## src/rtl/spim_pkg.sv

```systemverilog
package spim_pkg;

  // Configuration word, MSB to LSB: rate[1:0], cpha, cpol, lsb_first
  typedef struct packed {
    logic [1:0] rate;
    logic       cpha;
    logic       cpol;
    logic       lsb_first;
  } spim_cfg_t;

  typedef enum logic [2:0] {
    ST_IDLE,
    ST_LEAD,
    ST_SHIFT,
    ST_TRAIL,
    ST_FIN
  } spim_state_e;

  // Wire position of transfer bit n inside a byte
  function automatic logic [2:0] bit_pos(input logic lsb, input logic [2:0] n);
    return lsb ? n : (3'd7 - n);
  endfunction

endpackage

```

## src/rtl/spim_buffer.sv

```systemverilog
module spim_buffer #(
  parameter int DEPTH = 16,
  parameter int AW    = 4
) (
  input  logic          clk,
  input  logic          rst_n,
  input  logic          host_we,
  input  logic [AW-1:0] host_waddr,
  input  logic [7:0]    host_wdata,
  input  logic [AW-1:0] host_raddr,
  output logic [7:0]    host_rdata,
  input  logic          eng_we,
  input  logic [AW-1:0] eng_waddr,
  input  logic [7:0]    eng_wdata,
  input  logic [AW-1:0] eng_raddr,
  output logic [7:0]    eng_rdata
);

  logic [7:0] mem [DEPTH];
  logic [7:0] rdata_n;

  // Storage: engine write-back takes priority over the host port
  always_ff @(posedge clk) begin
    for (int i = 0; i < DEPTH; i++) begin
      if (eng_we && (eng_waddr == AW'(i))) begin
        mem[i] <= eng_wdata;
      end else if (host_we && (host_waddr == AW'(i))) begin
        mem[i] <= host_wdata;
      end
    end
  end

  assign rdata_n   = mem[host_raddr];
  assign eng_rdata = mem[eng_raddr];

  always_ff @(posedge clk or negedge rst_n) begin
    if (!rst_n) host_rdata <= '0;
    else        host_rdata <= rdata_n;
  end

endmodule

```

## src/rtl/spim_half_timer.sv

```systemverilog
module spim_half_timer #(
  parameter int HALF_BASE = 2,
  parameter int TW        = 5
) (
  input  logic       clk,
  input  logic       rst_n,
  input  logic       load,
  input  logic [1:0] rate,
  output logic       expired
);

  logic [TW-1:0] cnt_q, cnt_n, reload;

  assign reload  = (TW'(HALF_BASE) << rate) - TW'(1);
  assign expired = (cnt_q == '0);

  always_comb begin
    cnt_n = cnt_q;
    if (load)          cnt_n = reload;
    else if (!expired) cnt_n = cnt_q - TW'(1);
  end

  always_ff @(posedge clk or negedge rst_n) begin
    if (!rst_n) cnt_q <= '0;
    else        cnt_q <= cnt_n;
  end

endmodule

```

## src/rtl/spim_engine.sv

```systemverilog
module spim_engine
  import spim_pkg::*;
#(
  parameter int DEPTH = 16,
  parameter int AW    = 4,
  parameter int LENW  = 5,
  parameter int NSEL  = 4,
  parameter int SELW  = 2
) (
  input  logic            clk,
  input  logic            rst_n,
  input  spim_cfg_t       cfg,
  input  logic            start,
  input  logic [LENW-1:0] start_len,
  input  logic [SELW-1:0] start_sel,
  input  logic            tick,
  output logic            tmr_load,
  output logic [1:0]      tmr_rate,
  input  logic [7:0]      rd_data,
  output logic [AW-1:0]   rd_addr,
  output logic            wb_we,
  output logic [AW-1:0]   wb_addr,
  output logic [7:0]      wb_data,
  input  logic            miso,
  output logic            sclk,
  output logic            mosi,
  output logic [NSEL-1:0] ss_n,
  output logic            done,
  output logic            busy
);

  spim_state_e     state_q, state_n;
  spim_cfg_t       act_q, act_n;
  logic [AW-1:0]   idx_q, idx_n, last_q, last_n;
  logic [3:0]      edge_q, edge_n;
  logic [7:0]      rx_q, rx_n, tx_q, tx_n;
  logic            sclk_q, sclk_n, mosi_q, mosi_n;
  logic [NSEL-1:0] ss_q, ss_n_n;
  logic            go, leading, sampling, last_edge;
  logic [2:0]      bitn;

  assign go = (state_q == ST_IDLE) && start && (start_len != '0) &&
              (start_len <= LENW'(DEPTH));
  assign bitn      = edge_q[3:1];
  assign leading   = ~edge_q[0];
  assign sampling  = leading ^ act_q.cpha;
  assign last_edge = (edge_q == 4'd15);

  assign busy     = (state_q != ST_IDLE);
  assign done     = (state_q == ST_FIN);
  assign sclk     = sclk_q;
  assign mosi     = mosi_q;
  assign ss_n     = ss_q;
  assign wb_addr  = idx_q;
  assign wb_data  = rx_n;
  assign tmr_rate = (state_q == ST_IDLE) ? cfg.rate : act_q.rate;
  assign rd_addr  = ((state_q == ST_SHIFT) && (idx_q != last_q)) ? idx_q + AW'(1) : idx_q;

  always_comb begin
    state_n  = state_q;
    act_n    = act_q;
    idx_n    = idx_q;
    last_n   = last_q;
    edge_n   = edge_q;
    rx_n     = rx_q;
    tx_n     = tx_q;
    sclk_n   = sclk_q;
    mosi_n   = mosi_q;
    ss_n_n   = ss_q;
    tmr_load = 1'b0;
    wb_we    = 1'b0;
    case (state_q)
      ST_IDLE: begin
        sclk_n = cfg.cpol;
        if (go) begin
          act_n    = cfg;
          idx_n    = '0;
          last_n   = AW'(start_len - LENW'(1));
          tx_n     = rd_data;
          rx_n     = '0;
          edge_n   = '0;
          mosi_n   = rd_data[bit_pos(cfg.lsb_first, 3'd0)];
          ss_n_n   = ~(NSEL'(1) << start_sel);
          tmr_load = 1'b1;
          state_n  = ST_LEAD;
        end
      end
      ST_LEAD, ST_SHIFT: begin
        if (tick) begin
          sclk_n   = ~sclk_q;
          tmr_load = 1'b1;
          edge_n   = edge_q + 4'd1;
          state_n  = ST_SHIFT;
          if (sampling) begin
            rx_n[bit_pos(act_q.lsb_first, bitn)] = miso;
          end else if (leading) begin
            mosi_n = tx_q[bit_pos(act_q.lsb_first, bitn)];
          end else if (!last_edge) begin
            mosi_n = tx_q[bit_pos(act_q.lsb_first, bitn + 3'd1)];
          end
          if (last_edge) begin
            wb_we = 1'b1;
            if (idx_q == last_q) begin
              state_n = ST_TRAIL;
            end else begin
              idx_n  = idx_q + AW'(1);
              tx_n   = rd_data;
              edge_n = '0;
              if (!act_q.cpha) mosi_n = rd_data[bit_pos(act_q.lsb_first, 3'd0)];
            end
          end
        end
      end
      ST_TRAIL: begin
        if (tick) begin
          ss_n_n  = '1;
          state_n = ST_FIN;
        end
      end
      ST_FIN: begin
        idx_n   = '0;
        state_n = ST_IDLE;
      end
      default: state_n = ST_IDLE;
    endcase
  end

  always_ff @(posedge clk or negedge rst_n) begin
    if (!rst_n) begin
      state_q <= ST_IDLE;
      act_q   <= '0;
      idx_q   <= '0;
      last_q  <= '0;
      edge_q  <= '0;
      rx_q    <= '0;
      tx_q    <= '0;
      sclk_q  <= 1'b0;
      mosi_q  <= 1'b0;
      ss_q    <= '1;
    end else begin
      state_q <= state_n;
      act_q   <= act_n;
      idx_q   <= idx_n;
      last_q  <= last_n;
      edge_q  <= edge_n;
      rx_q    <= rx_n;
      tx_q    <= tx_n;
      sclk_q  <= sclk_n;
      mosi_q  <= mosi_n;
      ss_q    <= ss_n_n;
    end
  end

endmodule

```

## src/rtl/spim_buffered_master.sv

```systemverilog
module spim_buffered_master
  import spim_pkg::*;
#(
  parameter int DEPTH     = 16,
  parameter int NSEL      = 4,
  parameter int HALF_BASE = 2,
  localparam int AW       = $clog2(DEPTH),
  localparam int LENW     = $clog2(DEPTH + 1),
  localparam int SELW     = $clog2(NSEL),
  localparam int CFGW     = $bits(spim_cfg_t),
  localparam int TW       = $clog2(HALF_BASE * 8) + 1
) (
  input  logic            clk,
  input  logic            rst_n,
  input  logic            cfg_we,
  input  logic [CFGW-1:0] cfg_wdata,
  input  logic            buf_we,
  input  logic [AW-1:0]   buf_waddr,
  input  logic [7:0]      buf_wdata,
  input  logic [AW-1:0]   buf_raddr,
  output logic [7:0]      buf_rdata,
  input  logic            start,
  input  logic [LENW-1:0] start_len,
  input  logic [SELW-1:0] start_sel,
  output logic            done,
  output logic            spi_sclk,
  output logic            spi_mosi,
  input  logic            spi_miso,
  output logic [NSEL-1:0] spi_ss_n
);

  logic [1:0]    rst_sync_q;
  logic          rst_core_n;
  spim_cfg_t     cfg_q, cfg_n;
  logic          busy, tick, tmr_load, wb_we;
  logic [1:0]    tmr_rate;
  logic [AW-1:0] rd_addr, wb_addr;
  logic [7:0]    rd_data, wb_data;

  // Asynchronous assertion, synchronous release
  always_ff @(posedge clk or negedge rst_n) begin
    if (!rst_n) rst_sync_q <= '0;
    else        rst_sync_q <= {rst_sync_q[0], 1'b1};
  end
  assign rst_core_n = rst_sync_q[1];

  always_comb begin
    cfg_n = cfg_q;
    if (cfg_we) cfg_n = spim_cfg_t'(cfg_wdata);
  end

  always_ff @(posedge clk or negedge rst_core_n) begin
    if (!rst_core_n) cfg_q <= '0;
    else             cfg_q <= cfg_n;
  end

  spim_buffer #(.DEPTH(DEPTH), .AW(AW)) u_buf (
    .clk        (clk),
    .rst_n      (rst_core_n),
    .host_we    (buf_we & ~busy),
    .host_waddr (buf_waddr),
    .host_wdata (buf_wdata),
    .host_raddr (buf_raddr),
    .host_rdata (buf_rdata),
    .eng_we     (wb_we),
    .eng_waddr  (wb_addr),
    .eng_wdata  (wb_data),
    .eng_raddr  (rd_addr),
    .eng_rdata  (rd_data)
  );

  spim_half_timer #(.HALF_BASE(HALF_BASE), .TW(TW)) u_tmr (
    .clk     (clk),
    .rst_n   (rst_core_n),
    .load    (tmr_load),
    .rate    (tmr_rate),
    .expired (tick)
  );

  spim_engine #(
    .DEPTH(DEPTH), .AW(AW), .LENW(LENW), .NSEL(NSEL), .SELW(SELW)
  ) u_eng (
    .clk       (clk),
    .rst_n     (rst_core_n),
    .cfg       (cfg_q),
    .start     (start),
    .start_len (start_len),
    .start_sel (start_sel),
    .tick      (tick),
    .tmr_load  (tmr_load),
    .tmr_rate  (tmr_rate),
    .rd_data   (rd_data),
    .rd_addr   (rd_addr),
    .wb_we     (wb_we),
    .wb_addr   (wb_addr),
    .wb_data   (wb_data),
    .miso      (spi_miso),
    .sclk      (spi_sclk),
    .mosi      (spi_mosi),
    .ss_n      (spi_ss_n),
    .done      (done),
    .busy      (busy)
  );

endmodule

```

## config.mk

```make
export PLATFORM = sky130hd
export DESIGN_NAME = spim_buffered_master
export DESIGN_NICKNAME = d
export VERILOG_FILES = /design/src/rtl/spim_pkg.sv /design/src/rtl/spim_buffer.sv /design/src/rtl/spim_half_timer.sv /design/src/rtl/spim_engine.sv /design/src/rtl/spim_buffered_master.sv
export SDC_FILE = /design/constraint.sdc
export NUM_CORES = 1
export LEC_CHECK = 0
export ABC_AREA = 1
export ABC_CLOCK_PERIOD_IN_PS = 2200
export BUFFER_PORTS_ARGS = -buffer_cell sky130_fd_sc_hd__buf_2
export CELL_PAD_IN_SITES_DETAIL_PLACEMENT = 1
export CELL_PAD_IN_SITES_GLOBAL_PLACEMENT = 2
export CORE_UTILIZATION = 38
export DETAILED_ROUTE_END_ITERATION = 16
export GPL_ROUTABILITY_DRIVEN = 0
export PLACE_DENSITY_LB_ADDON = 0.12
export SYNTH_ARGS = -nofsm -noshare
export SYNTH_HDL_FRONTEND = slang
export SYNTH_SLANG_ARGS = --single-unit
```

## constraint.sdc

```tcl
create_clock -name clk -period 2.2 [get_ports clk]
set_input_delay 0.22 -clock clk [delete_from_list [all_inputs] [get_ports clk]]
set_output_delay 0.22 -clock clk [all_outputs]
set_load 0.05 [all_outputs]
```

== Word level (Yosys, flattened, before mapping) ==
Memory sizes are Yosys's and may differ from the RTL's. A register that Yosys moved wholly into a read port is not among the register bits.
Index checks and enable logic that the tools add are counted.

* Register bits: 53
* Latch bits: 0
* RAM bits: 128
* Bits in read-only memories: 0
* Input port bits: 34
* Output and inout bits: 15
* Word-level logic and storage cells: 374
* Memories kept: 1

{| class="wikitable"
|+ Memories
! name !! depth !! width !! read ports !! clocked after Yosys merged registers in !! wr ports !! RTL line !! RTL
|-
| u_buf.mem || 16 || 8 || 2 || 1 || 1 || spim_buffer.sv:19 || <nowiki>logic [7:0] mem [DEPTH];</nowiki>
|}

* Add/sub/neg operators: 8
* Multiply operators: 0
* Div/mod/pow operators: 0
* Magnitude comparators: 6
* Eq/ne operators: 43
* Shifts and indexed selects: 2
* Muxes and demuxes: 204
* Bitwise operators: 22
* Reductions and logical operators: 70

{| class="wikitable"
|+ Operators with widths
! kind !! number
|-
| $mux W8 || 38
|-
| $reduce_or A8 Y1 || 15
|-
| $mux W1 || 115
|-
| $mux W4 || 25
|-
| $eq A4 B4 Y1 const B || 17
|-
| $logic_and A1 B1 Y1 || 37
|-
| $eq A4 B3 Y1 const B || 8
|-
| $pmux W8 S2 || 2
|-
| $mux W3 || 8
|-
| $eq A4 B2 Y1 const B || 4
|-
| $lt A3 B4 Y1 const B || 4
|-
| $or A1 B1 Y1 || 16
|-
| $pmux W4 S2 || 2
|-
| $bmux W1 S3 || 4
|-
| $pmux W4 S3 || 1
|-
| $mux W5 || 2
|-
| $reduce_and A5 Y1 || 2
|-
| $pmux W3 S3 || 1
|-
| $reduce_and A3 Y1 || 3
|-
| $add A4 B1 Y4 const B || 2
|-
| $bwmux W8 || 1
|-
| $eq A4 B1 Y1 const B || 2
|-
| $logic_not A4 Y1 || 2
|-
| $eq A3 B2 Y1 const B || 2
|-
| 30 further kinds || 42
|}

== Logic depth before layout (Yosys ltp) ==
* Word-level depth: 26
* Gate-level depth with buffers: 19

== Cells and area by module ==
A second synthesis with hierarchy kept.

* Cell total of the unflattened synthesis: 1622
* Area total of the unflattened synthesis: 12112.9 µm²

{| class="wikitable"
|+ Modules (own cells, without submodules)
! module !! instances !! cells an instance !! area an instance (µm²) !! seq. area each (µm²)
|-
| spim_buffer || 1 || 1221 || 9034.9 || 4043.9
|-
| spim_engine || 1 || 338 || 2543.7 || 1031.0
|-
| spim_half_timer || 1 || 37 || 287.8 || 125.1
|-
| spim_buffered_master || 1 || 26 || 246.5 || 175.2
|}

== Worst setup path before layout ==
Ideal clock, no wire load.

* Path type: register to register
* From: register u_tmr.cnt_q[0]
* To: memory u_buf.mem[0][0], enable pin
* Arrival: 2.109 ns
* Setup slack: -0.293 ns
* Stages on the path, launching flop included: 13
* Buffers on the path: 0
* Clock period less this slack: 2.493 ns
* Cells stage by stage: dfrtp_1 -> inv_1 -> ha_1 -> nand2_1 -> nor2_1 -> inv_1 -> nor2_1 -> inv_1 -> nor2_1 -> inv_1 -> nor2_1 -> nand2_1 -> o21ai_0

* Cells in the longest elaborated chain, start to end: 23
* Elaborated cells on any way between the ends: 144

{| class="wikitable"
|+ Ends and longest elaborated chain
! element !! RTL line !! RTL
|-
| start, declared || spim_half_timer.sv:12 || <nowiki>logic [TW-1:0] cnt_q, cnt_n, reload;</nowiki>
|-
| start signal, assigned || spim_half_timer.sv:25 || <nowiki>else cnt_q <= cnt_n;</nowiki>
|-
| $logic_not A5 Y1 * || spim_half_timer.sv:15 || <nowiki>assign expired = (cnt_q == '0);</nowiki>
|-
| $mux W1 * || spim_engine.sv:89 || <nowiki>if (tick) begin</nowiki>
|-
| $mux W1 * || spim_engine.sv:72 || <nowiki>case (state_q)</nowiki>
|-
| $logic_and A1 B1 Y1 || spim_buffer.sv:25 || <nowiki>if (eng_we && (eng_waddr == AW'(i))) begin</nowiki>
|-
| $mux W1 || spim_buffer.sv:25 ||
|-
| $mux W1 (on tied branches) || spim_buffer.sv:26, spim_buffer.sv:28 ||
|-
| $or A1 B1 Y1 (no source line) || - ||
|-
| $reduce_or A8 Y1 (no source line) || - ||
|-
| $mux W4 (no source line) or $mux W1 (tied branches) (15 in a row) || - ||
|-
| end, declared || spim_buffer.sv:19 ||
|}

Every way passes the cells marked *; elsewhere a longest branch is shown, timed or not.

== Worst setup path after layout ==
* From: register u_tmr.cnt_q[1]
* To: memory u_buf.mem[12][1] (data pin)

* Cells in the longest elaborated chain, start to end: 23
* Elaborated cells on any way between the ends: 144

{| class="wikitable"
|+ Ends and longest elaborated chain
! element !! RTL line
|-
| $logic_not A5 Y1 * || spim_half_timer.sv:15
|-
| $mux W1 || spim_engine.sv:89
|-
| $mux W1 || spim_engine.sv:72
|-
| $logic_and A1 B1 Y1 || spim_buffer.sv:25
|-
| $mux W1 || spim_buffer.sv:25
|-
| $mux W1 (on tied branches) || spim_buffer.sv:26, spim_buffer.sv:28
|-
| $or A1 B1 Y1 (no source line) || -
|-
| $reduce_or A8 Y1 (no source line) || -
|-
| $mux W8 (no source line) (14 in a row) || -
|-
| $mux W8 (no source line) * || -
|}

Marked as above.

==> flow_results.xml <==
<?xml version="1.0" encoding="UTF-8"?>
<metrics>
  <group name="finish">
    <metric name="instances_no_fill" unit="">1983</metric>
    <metric name="fraction_of_layout_cells_with_a_size_suffix_above_1" unit="">0.389</metric>
    <metric name="postLayoutCellArea" unit="µm²">16500</metric>
    <metric name="finalNetCount" unit="">1629</metric>
    <metric name="postLayoutCoreUtil" unit="">0.574</metric>
    <metric name="flow.area_growth_from_synthesis" unit="%">48.4</metric>
    <metric name="antenna_cells_inserted" unit="">0</metric>
    <metric name="nFillCells" unit="">3215</metric>
  </group>
  <group name="detailed_routing">
    <metric name="drt-total-wl" unit="µm">52200</metric>
    <metric name="routed-via-count" unit="">11700</metric>
    <metric name="detailedRoute.firstPassIterationCount" unit="">5</metric>
    <metric name="postRouteAntennaNets" unit="">0</metric>
    <metric name="drt-wirelength-per-cell" unit="µm">26.3</metric>
    <metric name="viasPerCell" unit="">5.88</metric>
    <metric name="detail_route.drc_violations" unit="">0</metric>
    <metric name="detailedRoute.firstIterationViolations" unit="">998</metric>
  </group>
  <group name="sta">
    <metric name="maximum_clock_rate" unit="MHz">372</metric>
    <metric name="final.period_utilization" unit="">1.22</metric>
    <metric name="hold_ws" unit="ns">0.0135</metric>
    <metric name="final.min_clock_period" unit="ns">2.69</metric>
    <metric name="rsz_0062_raised_after_global_routing" unit="">true</metric>
    <metric name="maxSlewHeadroom" unit="">0.374</metric>
    <metric name="final-setup-viol-count" unit="">280</metric>
    <metric name="setup_ws" unit="ns">-0.487</metric>
    <metric name="totalNegativeSetupSlack" unit="ns">-87.68</metric>
    <metric name="setup_skew" unit="ns">0.0215</metric>
    <metric name="finalHoldViolations" unit="">0</metric>
    <metric name="timing.final.max_slew_violations" unit="">0</metric>
    <metric name="tightestPinTransition" unit="ns">0.939</metric>
  </group>
  <group name="cts">
    <metric name="insertion_delay" unit="ns">0.46</metric>
    <metric name="root_buffer" unit="">clkbuf_16</metric>
    <metric name="cts_inserted_buffers" unit="">17</metric>
    <metric name="htreeDepth" unit="">4</metric>
    <metric name="clk_pin_slew" unit="ns">0.07</metric>
    <metric name="ctsLongestPathBuffers" unit="">2</metric>
    <metric name="clock_sink_count" unit="">189</metric>
    <metric name="tritoncts" unit="">built</metric>
  </group>
  <group name="worst_setup_path">
    <metric name="crit_path_end_kind" unit="">register</metric>
    <metric name="timing_worst_setup_path_type" unit="">reg2reg</metric>
    <metric name="cp_cell_sequence" unit="">inv_2 -&gt; ha_4 -&gt; nand2_2 -&gt; nor2_2 -&gt; inv_2 -&gt; nor2_4 -&gt; inv_2 -&gt; nor3_4 -&gt; buf_6 -&gt; nand2_8 -&gt; o311ai_4 -&gt; o21ai_4 -&gt; clkbuf_16 -&gt; nand2_2 -&gt; o21ai_1</metric>
    <metric name="startpoint" unit="">u_tmr.cnt_q[1]$_DFFE_PN0P_</metric>
    <metric name="critPathMaxFanout" unit="">8</metric>
    <metric name="worstPathArrival" unit="ns">2.87</metric>
    <metric name="worstPathRequired" unit="ns">2.38</metric>
    <metric name="regToRegStartpoint" unit="">u_tmr.cnt_q[1]$_DFFE_PN0P_</metric>
    <metric name="slowest_stage" unit="">dfrtp_1</metric>
    <metric name="rr_worst_depth" unit="">15</metric>
    <metric name="setup.reg_to_reg.worst_slack" unit="ns">-0.49</metric>
    <metric name="critical_path.most_common_cell" unit="">inv_2</metric>
    <metric name="r2r_end" unit="">u_buf.mem[12][1]$_DFFE_PP_</metric>
    <metric name="slowest_delay" unit="ns">0.40</metric>
    <metric name="crit_path_start_kind" unit="">register</metric>
    <metric name="critPathCapture" unit="">u_buf.mem[12][1]$_DFFE_PP_</metric>
  </group>
  <group name="placement">
    <metric name="dpl.cell_count" unit="">1868</metric>
    <metric name="postPlaceCellArea" unit="µm²">13200</metric>
    <metric name="pre_cts_ws" unit="ns">-0.410</metric>
    <metric name="portBuffers" unit="">48</metric>
    <metric name="dpl.hpwl" unit="µm">32000</metric>
  </group>
  <group name="floorplanning">
    <metric name="row_count" unit="">62</metric>
    <metric name="io_pins" unit="">49</metric>
    <metric name="die_width" unit="µm">173</metric>
    <metric name="die_height" unit="µm">173</metric>
    <metric name="floorplan.core_area" unit="µm²">28700</metric>
    <metric name="floorplan.initialDensity" unit="">0.387</metric>
    <metric name="floorplan.die_area" unit="µm²">29900</metric>
  </group>
  <group name="synth">
    <metric name="post_synth_design_cell_area" unit="µm²">11100</metric>
    <metric name="synth_edf_count" unit="">128</metric>
    <metric name="synth.yosys.seq_area_share" unit="">0.484</metric>
    <metric name="flops_latches_synth" unit="">189</metric>
    <metric name="synthesis.nets" unit="">1374</metric>
    <metric name="synth.area.top_cells" unit="">edfxtp_1 35%, dfrtp_1 13%, o21ai_0 12%</metric>
    <metric name="synth_top_cell_by_area" unit="">edfxtp_1</metric>
    <metric name="synthDistinctLibCells" unit="">46</metric>
    <metric name="postSynthCellCount" unit="">1331</metric>
    <metric name="yosysTopAreaCellShare" unit="">0.346</metric>
    <metric name="number_of_warnings_printed_during_yosys_synthesis" unit="">0</metric>
    <metric name="avgSynthCellArea" unit="µm²">8.34</metric>
    <metric name="asyncSetResetFlopFracSynth" unit="">0.323</metric>
    <metric name="synth-main-ff-cell" unit="">edfxtp_1</metric>
  </group>
  <group name="power_and_ir_drop">
    <metric name="power_density_over_the_cells" unit="nW/µm²">1340</metric>
    <metric name="vdd_ir_drop_max" unit="mV">0.742</metric>
    <metric name="static-leakage-power" unit="nW">6.52</metric>
    <metric name="power.total" unit="mW">22.1</metric>
  </group>
  <group name="grt">
    <metric name="grt_pass1_vias" unit="">11100</metric>
    <metric name="grt.total_usage" unit="">0.311</metric>
    <metric name="grt_first_pass_wirelength" unit="µm">69300</metric>
    <metric name="grt_antenna_before_repair" unit="">2</metric>
    <metric name="grt_overflow_total" unit="">0</metric>
    <metric name="maximum_number_of_pins_on_one_net_before_global_route_repair" unit="">27</metric>
  </group>
  <group name="job">
    <metric name="maxCapViolCount" unit="">0</metric>
  </group>
  <group name="run_status">
    <metric name="outcome" unit="">finished, violations left</metric>
    <metric name="failed_checks" unit="">setup timing</metric>
  </group>
  <group name="worst_hold_path">
    <metric name="hold_path.class" unit="">in2reg</metric>
  </group>
</metrics>
==> routing by layer <==
metal | GRT usage | vias up | share of wire
met5 | 0 | - | 0.00025
met4 | 0.104 | 2 | 0.051
met3 | 0.0464 | 147 | 0.077
met2 | 0.502 | 552 | 0.47
met1 | 0.428 | 5823 | 0.40
li1 | - | 5142 | -
==> cells by family (layout without fill, tap and decap cells) <==
family,Yosys count,after routing,share of synthesized area
fa+ha+maj,9,9,0.0101
buf+inv,223,489,0.0869
flops,189,189,0.484
other cells,1,1,0.000338
mux,24,24,0.0217
xor+xnor,9,9,0.00710
simple gates,447,449,0.170
compound gates,429,429,0.219
==> area by class of cell <==
class | count | area [µm²] | area share
multi-input cells | 921 | 6320 | 0.384
flip-flops and latches | 189 | 5380 | 0.326
repair buffers | 315 | 3200 | 0.194
inverters | 142 | 547 | 0.0332
well taps | 384 | 480 | 0.0292
clock buffers | 19 | 433 | 0.0263
clock inverters | 13 | 115 | 0.00699
==> flip-flops by register name (all words and copies together) (netlist names) <==
| signal | count |
|---|---|
| u_buf.mem | 128 |
| u_buf.host_rdata | 8 |
| u_eng.rx_q | 8 |
| u_eng.tx_q | 8 |
| cfg_q | 5 |
| u_tmr.cnt_q | 5 |
| u_eng.act_q | 4 |
| u_eng.edge_q | 4 |
| u_eng.last_q | 4 |
| u_eng.ss_n | 4 |
| u_eng.wb_addr | 4 |
| u_eng.state_q | 3 |
| rst_sync_q | 2 |
| u_eng.mosi | 1 |
| u_eng.sclk | 1 |
==> timing repair <==
| action | in CTS | in global routing |
|---|---|---|
| cloned | 3 | 14 |
| hold buffers | 4 | 0 |
| setup buffers | 20 | 45 |
| hold endpoints to repair | 5 | 0 |
| endpoints found under the setup margin | 278 | 291 |
| gates resized for setup | 207 | 312 |
| pin swaps | 16 | 84 |
==> cell usage after synthesis, types with 10 or more instances <==
library cell	count
o21ai_1	32
o221ai_1	38
o21ai_2	12
clkbuf_1	47
nor2_1	90
buf_2	18
o21ai_0	264
mux2i_1	24
edfxtp_1	128
nand2_1	264
o22ai_1	10
dfrtp_1	57
inv_1	133
o21a_1	10
a21oi_1	45
nand3_1	62
==> power by group <==
part	internal [mW]	switching (mW)	total (mW)
Sequential	4.54	0.338	4.88
Clock	1.57	1.53	3.10
Combinational	5.92	8.20	14.1
==> worst max-delay path: cells and delay by family (launching register included) <==
kind | cells | cell delay, ns
AND/OR/NAND/NOR | 6 | 0.65
buffers and inverters | 5 | 0.60
AO/OA/AOI/OAI | 3 | 0.60
flip-flops | 1 | 0.40
adder cells (fa/ha/maj) | 1 | 0.15
==> worst min path at each step <==
stage | startpoint | to | cells past startpoint
finish | cfg_wdata[1] | cfg_q[1]$_DFFE_PN0P_ | 3
global route | cfg_wdata[4] | cfg_q[4]$_DFFE_PN0P_ | 3
CTS | cfg_wdata[1] | cfg_q[1]$_DFFE_PN0P_ | 3
detailed placement | rst_n | rst_sync_q[0]$_DFF_PN0_ | 1
global placement | rst_n | rst_sync_q[0]$_DFF_PN0_ | 1
floorplan | rst_n | rst_sync_q[0]$_DFF_PN0_ | 0
==> placed cells by master, fill, tap and decap left out, types with 24 or more instances in the layout <==
master	netlist	final
buf_4	1	163
nand3_2	3	25
nand2_2	3	61
o21ai_2	12	45
dfrtp_1	57	56
a21oi_1	45	43
nor2_1	90	84
o21ai_1	32	112
edfxtp_1	128	128
nand2_1	264	181
buf_2	18	47
o21ai_0	264	129
buf_12	0	37
mux2i_1	24	24
inv_1	133	119
buf_6	9	37
clkbuf_16	0	28
Power figures use the tool's default switching activity.
